## src/rtl/sind_pkg.sv

```systemverilog
package sind_pkg;

    // Operation codes; numeric values are part of the block's interface.
    typedef enum logic [3:0] {
        OP_NOP      = 4'd0,
        OP_LD_STOR  = 4'd1,
        OP_OR_STOR  = 4'd2,
        OP_INV_STOR = 4'd3,
        OP_RST_STOR = 4'd4,
        OP_LD_ACC   = 4'd5,
        OP_OR_ACC   = 4'd6,
        OP_INV_ACC  = 4'd7,
        OP_SET_LH   = 4'd8,
        OP_SET_RH   = 4'd9,
        OP_INV_LH   = 4'd10,
        OP_INV_RH   = 4'd11,
        OP_RST_LH   = 4'd12,
        OP_RST_RH   = 4'd13,
        OP_TO_ACC   = 4'd14,
        OP_TO_STOR  = 4'd15
    } sind_op_e;

    // Operand source selection
    typedef enum logic [2:0] {
        SRC_NONE,
        SRC_STOR,
        SRC_ACC,
        SRC_IMM_LO,
        SRC_IMM_HI
    } sind_src_e;

    // Decoded control bundle
    typedef struct packed {
        logic      set_en;
        logic      rst_en;
        logic      clr_all;
        sind_src_e src;
        logic      to_acc;
        logic      to_stor;
    } sind_ctl_t;

    // Transfer sequencer states
    typedef enum logic [1:0] {
        ST_IDLE,
        ST_ACC_PUSH,
        ST_STOR_PUSH
    } sind_state_e;

endpackage

```

## src/rtl/sind_ctrl_decode.sv

```systemverilog
module sind_ctrl_decode
    import sind_pkg::*;
(
    input  logic      op_valid,
    input  sind_op_e  op,
    output sind_ctl_t ctl
);

    always_comb begin
        ctl = '{set_en: 1'b0, rst_en: 1'b0, clr_all: 1'b0,
                src: SRC_NONE, to_acc: 1'b0, to_stor: 1'b0};
        if (op_valid) begin
            unique case (op)
                OP_NOP: ;
                OP_LD_STOR: begin
                    ctl.clr_all = 1'b1;
                    ctl.set_en  = 1'b1;
                    ctl.src     = SRC_STOR;
                end
                OP_OR_STOR: begin
                    ctl.set_en = 1'b1;
                    ctl.src    = SRC_STOR;
                end
                OP_INV_STOR: begin
                    ctl.set_en = 1'b1;
                    ctl.rst_en = 1'b1;
                    ctl.src    = SRC_STOR;
                end
                OP_RST_STOR: begin
                    ctl.rst_en = 1'b1;
                    ctl.src    = SRC_STOR;
                end
                OP_LD_ACC: begin
                    ctl.clr_all = 1'b1;
                    ctl.set_en  = 1'b1;
                    ctl.src     = SRC_ACC;
                end
                OP_OR_ACC: begin
                    ctl.set_en = 1'b1;
                    ctl.src    = SRC_ACC;
                end
                OP_INV_ACC: begin
                    ctl.set_en = 1'b1;
                    ctl.rst_en = 1'b1;
                    ctl.src    = SRC_ACC;
                end
                OP_SET_LH: begin
                    ctl.set_en = 1'b1;
                    ctl.src    = SRC_IMM_LO;
                end
                OP_SET_RH: begin
                    ctl.set_en = 1'b1;
                    ctl.src    = SRC_IMM_HI;
                end
                OP_INV_LH: begin
                    ctl.set_en = 1'b1;
                    ctl.rst_en = 1'b1;
                    ctl.src    = SRC_IMM_LO;
                end
                OP_INV_RH: begin
                    ctl.set_en = 1'b1;
                    ctl.rst_en = 1'b1;
                    ctl.src    = SRC_IMM_HI;
                end
                OP_RST_LH: begin
                    ctl.rst_en = 1'b1;
                    ctl.src    = SRC_IMM_LO;
                end
                OP_RST_RH: begin
                    ctl.rst_en = 1'b1;
                    ctl.src    = SRC_IMM_HI;
                end
                OP_TO_ACC:  ctl.to_acc  = 1'b1;
                OP_TO_STOR: ctl.to_stor = 1'b1;
                default: ;
            endcase
        end
    end

endmodule

```

## src/rtl/sind_operand_mux.sv

```systemverilog
module sind_operand_mux
    import sind_pkg::*;
#(
    parameter int W = 36
) (
    input  sind_src_e      src,
    input  logic [W-1:0]   stor_word,
    input  logic [W-1:0]   acc_word,
    input  logic [W/2-1:0] imm,
    output logic [W-1:0]   operand
);

    localparam int HW = W / 2;

    logic [W-1:0] imm_lo_word;
    logic [W-1:0] imm_hi_word;

    // Immediate bit j lands on indicator j (left half) or HW+j (right half);
    // the untouched half carries zeros so no control line fires there.
    for (genvar j = 0; j < HW; j++) begin : g_steer
        assign imm_lo_word[j]      = imm[j];
        assign imm_lo_word[HW + j] = 1'b0;
        assign imm_hi_word[j]      = 1'b0;
        assign imm_hi_word[HW + j] = imm[j];
    end

    always_comb begin
        unique case (src)
            SRC_STOR:   operand = stor_word;
            SRC_ACC:    operand = acc_word;
            SRC_IMM_LO: operand = imm_lo_word;
            SRC_IMM_HI: operand = imm_hi_word;
            default:    operand = '0;
        endcase
    end

endmodule

```

## src/rtl/sind_bit_cell.sv

```systemverilog
module sind_bit_cell (
    input  logic clk,
    input  logic rst_n,
    input  logic clr_i,
    input  logic set_i,
    input  logic rst_i,
    output logic q
);

    logic base;
    logic nxt;

    // Pre-clear stage, then the two control lines act on the result.
    always_comb begin
        base = clr_i ? 1'b0 : q;
        unique case ({set_i, rst_i})
            2'b11:   nxt = ~base;
            2'b10:   nxt = 1'b1;
            2'b01:   nxt = 1'b0;
            default: nxt = base;
        endcase
    end

    always_ff @(posedge clk) begin
        if (!rst_n) q <= 1'b0;
        else        q <= nxt;
    end

endmodule

```

## src/rtl/sind_reg_unit.sv

```systemverilog
module sind_reg_unit
    import sind_pkg::*;
#(
    parameter int W = 36
) (
    input  logic           clk,
    input  logic           rst_n,
    input  logic           op_valid,
    input  logic [3:0]     op_code,
    input  logic [W-1:0]   stor_word,
    input  logic [W-1:0]   acc_word,
    input  logic [W/2-1:0] imm,
    output logic [W-1:0]   ind_q,
    output logic           acc_wr_valid,
    output logic [W:0]     acc_wr_data,
    output logic           stor_wr_valid,
    output logic [W-1:0]   stor_wr_data
);

    localparam int HW = W / 2;

    sind_ctl_t    ctl;
    logic [W-1:0] operand;
    logic [W-1:0] set_line;
    logic [W-1:0] rst_line;
    sind_state_e  state_q;
    sind_state_e  state_d;
    logic [W-1:0] xfer_q;

    sind_ctrl_decode u_dec (
        .op_valid (op_valid),
        .op       (sind_op_e'(op_code)),
        .ctl      (ctl)
    );

    sind_operand_mux #(.W(W)) u_mux (
        .src       (ctl.src),
        .stor_word (stor_word),
        .acc_word  (acc_word),
        .imm       (imm[HW-1:0]),
        .operand   (operand)
    );

    // Per-bit control lines gated by the operand bit
    for (genvar k = 0; k < W; k++) begin : g_bit
        assign set_line[k] = ctl.set_en & operand[k];
        assign rst_line[k] = ctl.rst_en & operand[k];

        sind_bit_cell u_cell (
            .clk   (clk),
            .rst_n (rst_n),
            .clr_i (ctl.clr_all),
            .set_i (set_line[k]),
            .rst_i (rst_line[k]),
            .q     (ind_q[k])
        );
    end

    // Transfer sequencer: next state
    always_comb begin
        if (ctl.to_acc)       state_d = ST_ACC_PUSH;
        else if (ctl.to_stor) state_d = ST_STOR_PUSH;
        else                  state_d = ST_IDLE;
    end

    // State register and transfer capture
    always_ff @(posedge clk) begin
        if (!rst_n) begin
            state_q <= ST_IDLE;
            xfer_q  <= '0;
        end else begin
            state_q <= state_d;
            if (ctl.to_acc || ctl.to_stor) xfer_q <= ind_q;
        end
    end

    // Outputs by state
    always_comb begin
        acc_wr_valid  = 1'b0;
        stor_wr_valid = 1'b0;
        acc_wr_data   = '0;
        stor_wr_data  = '0;
        unique case (state_q)
            ST_IDLE: ;
            ST_ACC_PUSH: begin
                acc_wr_valid     = 1'b1;
                acc_wr_data[W]   = 1'b0;
                acc_wr_data[W-1:0] = xfer_q;
            end
            ST_STOR_PUSH: begin
                stor_wr_valid = 1'b1;
                stor_wr_data  = xfer_q;
            end
            default: ;
        endcase
    end

endmodule

```

## config.mk

```make
export PLATFORM = sky130hd
export DESIGN_NAME = sind_reg_unit
export DESIGN_NICKNAME = d
export VERILOG_FILES = /design/src/rtl/sind_pkg.sv /design/src/rtl/sind_ctrl_decode.sv /design/src/rtl/sind_operand_mux.sv /design/src/rtl/sind_bit_cell.sv /design/src/rtl/sind_reg_unit.sv
export SDC_FILE = /design/constraint.sdc
export NUM_CORES = 1
export LEC_CHECK = 0
export BUFFER_PORTS_ARGS = -buffer_cell sky130_fd_sc_hd__buf_2
export CELL_PAD_IN_SITES_DETAIL_PLACEMENT = 0
export CELL_PAD_IN_SITES_GLOBAL_PLACEMENT = 1
export CORE_MARGIN = 10
export CORE_UTILIZATION = 30
export CTS_CLUSTER_DIAMETER = 80
export DETAILED_ROUTE_END_ITERATION = 6
export GPL_ROUTABILITY_DRIVEN = 0
export PLACE_DENSITY = 0.77
export SYNTH_ARGS = -nofsm -noshare
export SYNTH_HDL_FRONTEND = slang
export SYNTH_SLANG_ARGS = --single-unit
```

## constraint.sdc

```tcl
create_clock -name clk -period 1.5 [get_ports clk]
set_clock_uncertainty 0.2 [all_clocks]
set_input_delay 0.075 -clock clk [delete_from_list [all_inputs] [get_ports clk]]
set_output_delay 0.075 -clock clk [all_outputs]
set_load 0.05 [all_outputs]
```

Word level (Yosys, flattened, before mapping)
Cells that the tools add are included.
{ "totals": {"inputBits": 97, "wordCells": 372, "regBits": 74, "output_inout_bits": 111} }
{ "op_classes": {"bitwise": 109, "reduce_logical": 9, "eq_ne": 129, "n_mux": 86} }
{ "op_table": {"columns": ["op", "n"], "rows": [
  ["2-bit equality test, second input constant", 73],
  ["36-bit one-hot mux with 4 select lines", 1],
  ["1-bit one-hot mux with 3 select lines", 36],
  ["2-bit by 1-bit equality test with 1-bit output, second input constant", 37],
  ["1-bit AND", 72],
  ["36-bit two-way mux", 2],
  ["1-bit two-way mux", 44],
  ["1-bit inverter", 37],
  ["4-bit equality test, second input constant", 8],
  ["4-bit by 3-bit equality test with 1-bit output, second input constant", 4],
  ["3-bit one-hot mux with 4 select lines", 1],
  ["10-bit OR reduction", 1],
  ["3-bit OR reduction", 3],
  ["4-bit by 2-bit equality test with 1-bit output, second input constant", 2],
  ["8-bit two-way mux", 1],
  ["7-bit OR reduction", 1],
  ["3-bit by 2-bit equality test with 1-bit output, second input constant", 2],
  ["4-bit by 1-bit equality test with 1-bit output, second input constant", 1],
  ["2-bit OR reduction", 2],
  ["4-bit OR reduction", 1],
  ["3-bit by 1-bit equality test with 1-bit output, second input constant", 1],
  ["3-bit equality test, second input constant", 1],
  ["2-bit two-way mux", 1],
  ["1-bit logical OR", 1]
]} }

Longest topological paths before layout
{ "depth": {"ltp_word": 9, "depth_mapped": 8} }

Cells and area by module
From an unflattened synthesis, not the netlist that was laid out.
{ "hier_totals": {"hier_cells": 629, "hier_area_um2": 5511.5} }
{ "modules_own_cells": {"columns": ["module", "seq_area_each_um2", "area_each_um2", "instances", "cells_each"], "rows": [
  ["sind_reg_unit", 760.7, 2477.4, 1, 331],
  ["sind_bit_cell", 20.0, 47.5, 36, 4],
  ["sind_operand_mux", 0.0, 1189.9, 1, 130],
  ["sind_ctrl_decode", 0.0, 132.6, 1, 24]
]} }

Worst setup path after synthesis
No wires, ideal clock.
{ "synth_timing": {"kind": "flip-flop to output port", "start": "register state_q[0]", "end": "output acc_wr_data[26]", "stages_incl_launch_ff": 5, "path_slack_ns": -0.520, "t_arrival_ns": 1.745, "required_ns": 1.225, "path_cell_list": "dfxtp_1 nor2b_1 clkbuf_1 clkbuf_1 and2_1"} }
{ "synth_via": {"elab_chain_len": 2} }
{ "synth_rtl": {"columns": ["element", "line", "text"], "rows": [
  ["start: declaration", "sind_reg_unit.sv:26", "sind_state_e state_q;"],
  ["start signal: assignment", "sind_reg_unit.sv:72", "state_q <= state_d;"],
  ["2-bit by 1-bit equality test with 1-bit output", "sind_reg_unit.sv:83", "unique case (state_q)"],
  ["36-bit two-way mux", "sind_reg_unit.sv:83", null],
  ["end: declaration", "sind_reg_unit.sv:15", "output logic [W:0] acc_wr_data,"]
]} }
No other way between the ends.

Worst setup path in the final report
{ "layout_timing": {"start": "register state_q[0]", "end": "output acc_wr_data[18]"} }
Same word-level chain as after synthesis.

==> impl_metrics.env <==
export IMPL_worst_slack_ns=-0.2177
export IMPL_syn_area_um2=4607
export IMPL_startpoint="state_q[0]"
export IMPL_period_share=1.145
export IMPL_worstPathRequired_ns=1.22
export IMPL_min_period_ns=1.718
export IMPL_wl_um=19830
export IMPL_violations="negative setup slack"
export IMPL_clockBufferDepth=2
export IMPL_p_int_w=0.004233
export IMPL_critPathBufInv=3
export IMPL_critPathMaxStageDelay_ns=0.36
export IMPL_num_io_pins=208
export IMPL_slowest_stage="dfxtp_4"
export IMPL_power_leakage_nw=3.328
export IMPL_critPathKind="reg -> out"
export IMPL_grt_max_degree=43
export IMPL_holdPathStages=4
export IMPL_grt_total_usage=0.1810
export IMPL_final_cells=1018
export IMPL_synth_fa_ha_area_frac=0
export IMPL_hold_slack_ns=0.01485
export IMPL_synth_cells=589
export IMPL_start_kind="register"
export IMPL_synthMuxAreaShare=0
export IMPL_yosysUniqueCellTypes=35
export IMPL_numCtsBuffers=9
export IMPL_setup_violations=74
export IMPL_share_comb_of_total_power=0.203
export IMPL_synth_top_family_by_area="simple AND/OR/NAND/NOR gates"
export IMPL_synth_seq_cells=74
export IMPL_clock_sinks=74
export IMPL_sw_frac_of_total=0.2751
export IMPL_initialDrtViolationCount=264
export IMPL_htreeDepth=3
export IMPL_grt_pass1_vias=5090
export IMPL_worstPathCellList="nor2b_4 > buf_12 > buf_6 > and2_2 > buf_6"
export IMPL_worstHoldStart="imm[15]"
export IMPL_path_max_fanout=9
export IMPL_core_um2=15150
export IMPL_start_util=0.3042
export IMPL_synth_compound_area_frac=0.2746
export IMPL_cp_num_cells=5
export IMPL_fmax_ghz=0.5822
export IMPL_clock_latency_ns=0.34
export IMPL_powerDensity_nw_per_um2=754.1
export IMPL_yosys_area_top_type="dfxtp_1"
export IMPL_synth_xor_xnor_area_share=0
export IMPL_synth_top_area_share=0.3216
export IMPL_p_clk_frac=0.437
export IMPL_drc=0
export IMPL_ir_worst_vdd_mv=0.5841
export IMPL_seq_area_frac_synth=0.3216
export IMPL_yosysWarnings=0
export IMPL_worstRegToRegCells=2
export IMPL_reg2reg_from="g_bit[17].u_cell.q"
export IMPL_status="finished, violations left"
export IMPL_overflow=0
export IMPL_syn_to_final_growth_pct=68.12
export IMPL_nets=921
export IMPL_cts_root_buf="clkbuf_16"
export IMPL_switchingPower_w=0.001607
export IMPL_drive_above_1_share=0.4367
export IMPL_worst_setup_path_end_kind="output port"
export IMPL_grt_pass1_wl_um=29170
export IMPL_syn_nets=686
export IMPL_path_clk_slew_ns=0.06
export IMPL_worstPathArrival_ns=1.44
export IMPL_drv_cap=0
export IMPL_min_path_type="in -> reg"
export IMPL_grt_antenna_before_repair=4
export IMPL_tritoncts="done"
export IMPL_rows=45
export IMPL_io_buffer_count=206
export IMPL_path_common_cell="buf_6"
export IMPL_finalHoldViolCount=0
export IMPL_via_per_inst=5.141
export IMPL_synthSimpleGateAreaFrac=0.2835
export IMPL_rsz0062_at_grt="true"
export IMPL_synth_avg_cell_area_um2=7.822
export IMPL_dp_cells=935
export IMPL_route_detailed_wl_per_inst_um=19.48
export IMPL_dieArea_um2=20710
export IMPL_via_count=5234
export IMPL_critPathTopFamily="buffers and inverters"
export IMPL_dp_final_hpwl_um=14170
export IMPL_synth_area_top_cells="dfxtp_1, nand2_1, and2_1"
export IMPL_slew_violations=0
export IMPL_postRouteAntennaNets=0
export IMPL_firstDrtPassIters=4
export IMPL_die_h_um=143.9
export IMPL_power_frac_seq=0.361
export IMPL_dieWidth_um=143.9
-- flip-flops by register name, indices dropped and copies added, names as in the netlist --
name,cells
g_bit.u_cell.q,36
xfer_q,36
state_q,2
-- cells in the final DEF, fill, tap and decap left out, types with 11 or more instances in the layout --
cell | synthesis | routed
a21oi_1 | 23 | 22
a211o_1 | 15 | 15
buf_12 | 0 | 11
buf_2 | 23 | 132
nand2_1 | 142 | 142
a32o_1 | 22 | 22
and2_4 | 0 | 43
nor3_1 | 32 | 32
o211ai_1 | 15 | 15
buf_6 | 2 | 21
dlygate4sd3_1 | 0 | 58
dfxtp_1 | 74 | 72
a221o_1 | 22 | 22
a21boi_0 | 36 | 36
and2_2 | 0 | 23
buf_4 | 40 | 34
buf_8 | 0 | 59
-- per-layer routing --
| layer | wire, um | track usage |
|---|---|---|
| met1 | 8072 | 0.2171 |
| met2 | 9821 | 0.3056 |
| met3 | 1551 | 0.04818 |
| met4 | 376 | 0.05911 |
| met5 | 7 | 0 |
-- cells in the mapped netlist --
cell      instances
inv_1             3
o32a_1            1
nand4_1           1
nor3_2            2
or4_4             1
nor2b_1           2
nand2_1         142
o31a_1            1
conb_1            1
a32o_1           22
buf_4            40
o21ai_1           1
a211o_1          15
nor2_1            3
a221o_1          22
a221oi_1         12
nor3_1           32
nor3b_2           1
buf_6             2
o211ai_1         15
o32ai_2           1
a21oi_1          23
nand3_1           1
clkbuf_1         27
nand2b_4          1
and3_1            1
dfxtp_1          74
nor4b_1           4
o21a_1            1
nor3_4            1
buf_2            23
o211ai_2          1
a221oi_2          2
a21boi_0         36
and2_1           74
-- worst paths after layout --
| path | endpoint | slack, ns |
|---|---|---|
| worst min register to register | xfer_q[12] | 0.27 |
| worst max register to register | g_bit[17].u_cell.q | 0.44 |
| worst min-delay path | g_bit[33].u_cell.q | 0.01 |
| worst max-delay path | acc_wr_data[18] | -0.22 |
-- power groups by stage --
| stage | combinational (W) | sequential (W) | clock, W |
|---|---|---|---|
| after floorplan | 0.000720 | 0.00211 | 0 |
| after global placement | 0.00102 | 0.00215 | 0 |
| after CTS | 0.00115 | 0.00211 | 0.00262 |
| after detailed placement | 0.00103 | 0.00215 | 0 |
| after global routing | 0.00126 | 0.00211 | 0.00269 |
| final | 0.00118 | 0.00211 | 0.00255 |
-- area by class of cell --
type / instances / area (um2)
sequential: 74 / 1486
tap: 188 / 235.2
clock inverter: 5 / 100.1
timing repair buffer: 315 / 2839
clock buffer: 11 / 252.7
fill: 1411 / 7401
antenna: 1 / 2.502
inverter: 3 / 11.26
multi-input combinational: 421 / 2818
-- cells by family after synthesis --
family | Yosys count
and+or+nand+nor | 266
AOI/OAI and AO/OA | 153
buffers and inverters | 95
DFF | 74
other | 1
-- timing repair --
action,CTS,global route
endpoints found under the setup margin,74,79
resized for setup,191,66
hold buffers,58,0
hold endpoints to repair,37,0
gates cloned,5,1
buffers inserted,1,1
pin swaps,6,6
-- worst reg2reg max path: cells and delay by family (launching register included) --
kind,cells,cell delay [ns]
AO/OA/AOI/OAI,2,0.30
flip-flops,1,0.46
-- per-stage QoR --
stage	cell area [um2]	worst slack, ns	TNS (ns)	total power, W	utilization
4_1_cts	7511	-0.2176	-14.37	0.005880	0.4959
3_5_place_dp	5923	-0.2565	-11.87	0.003175	0.3911
3_3_place_gp	5923	-0.2330	-10.50	0.003171	0.3911
2_1_floorplan	4800	-0.1106	-2.975	0.002829	-
5_1_grt	7745	-0.2778	-17.09	0.006073	0.5114
6_report	7745	-0.2177	-13.13	0.005840	0.5114
Power figures use the tool's default switching activity.
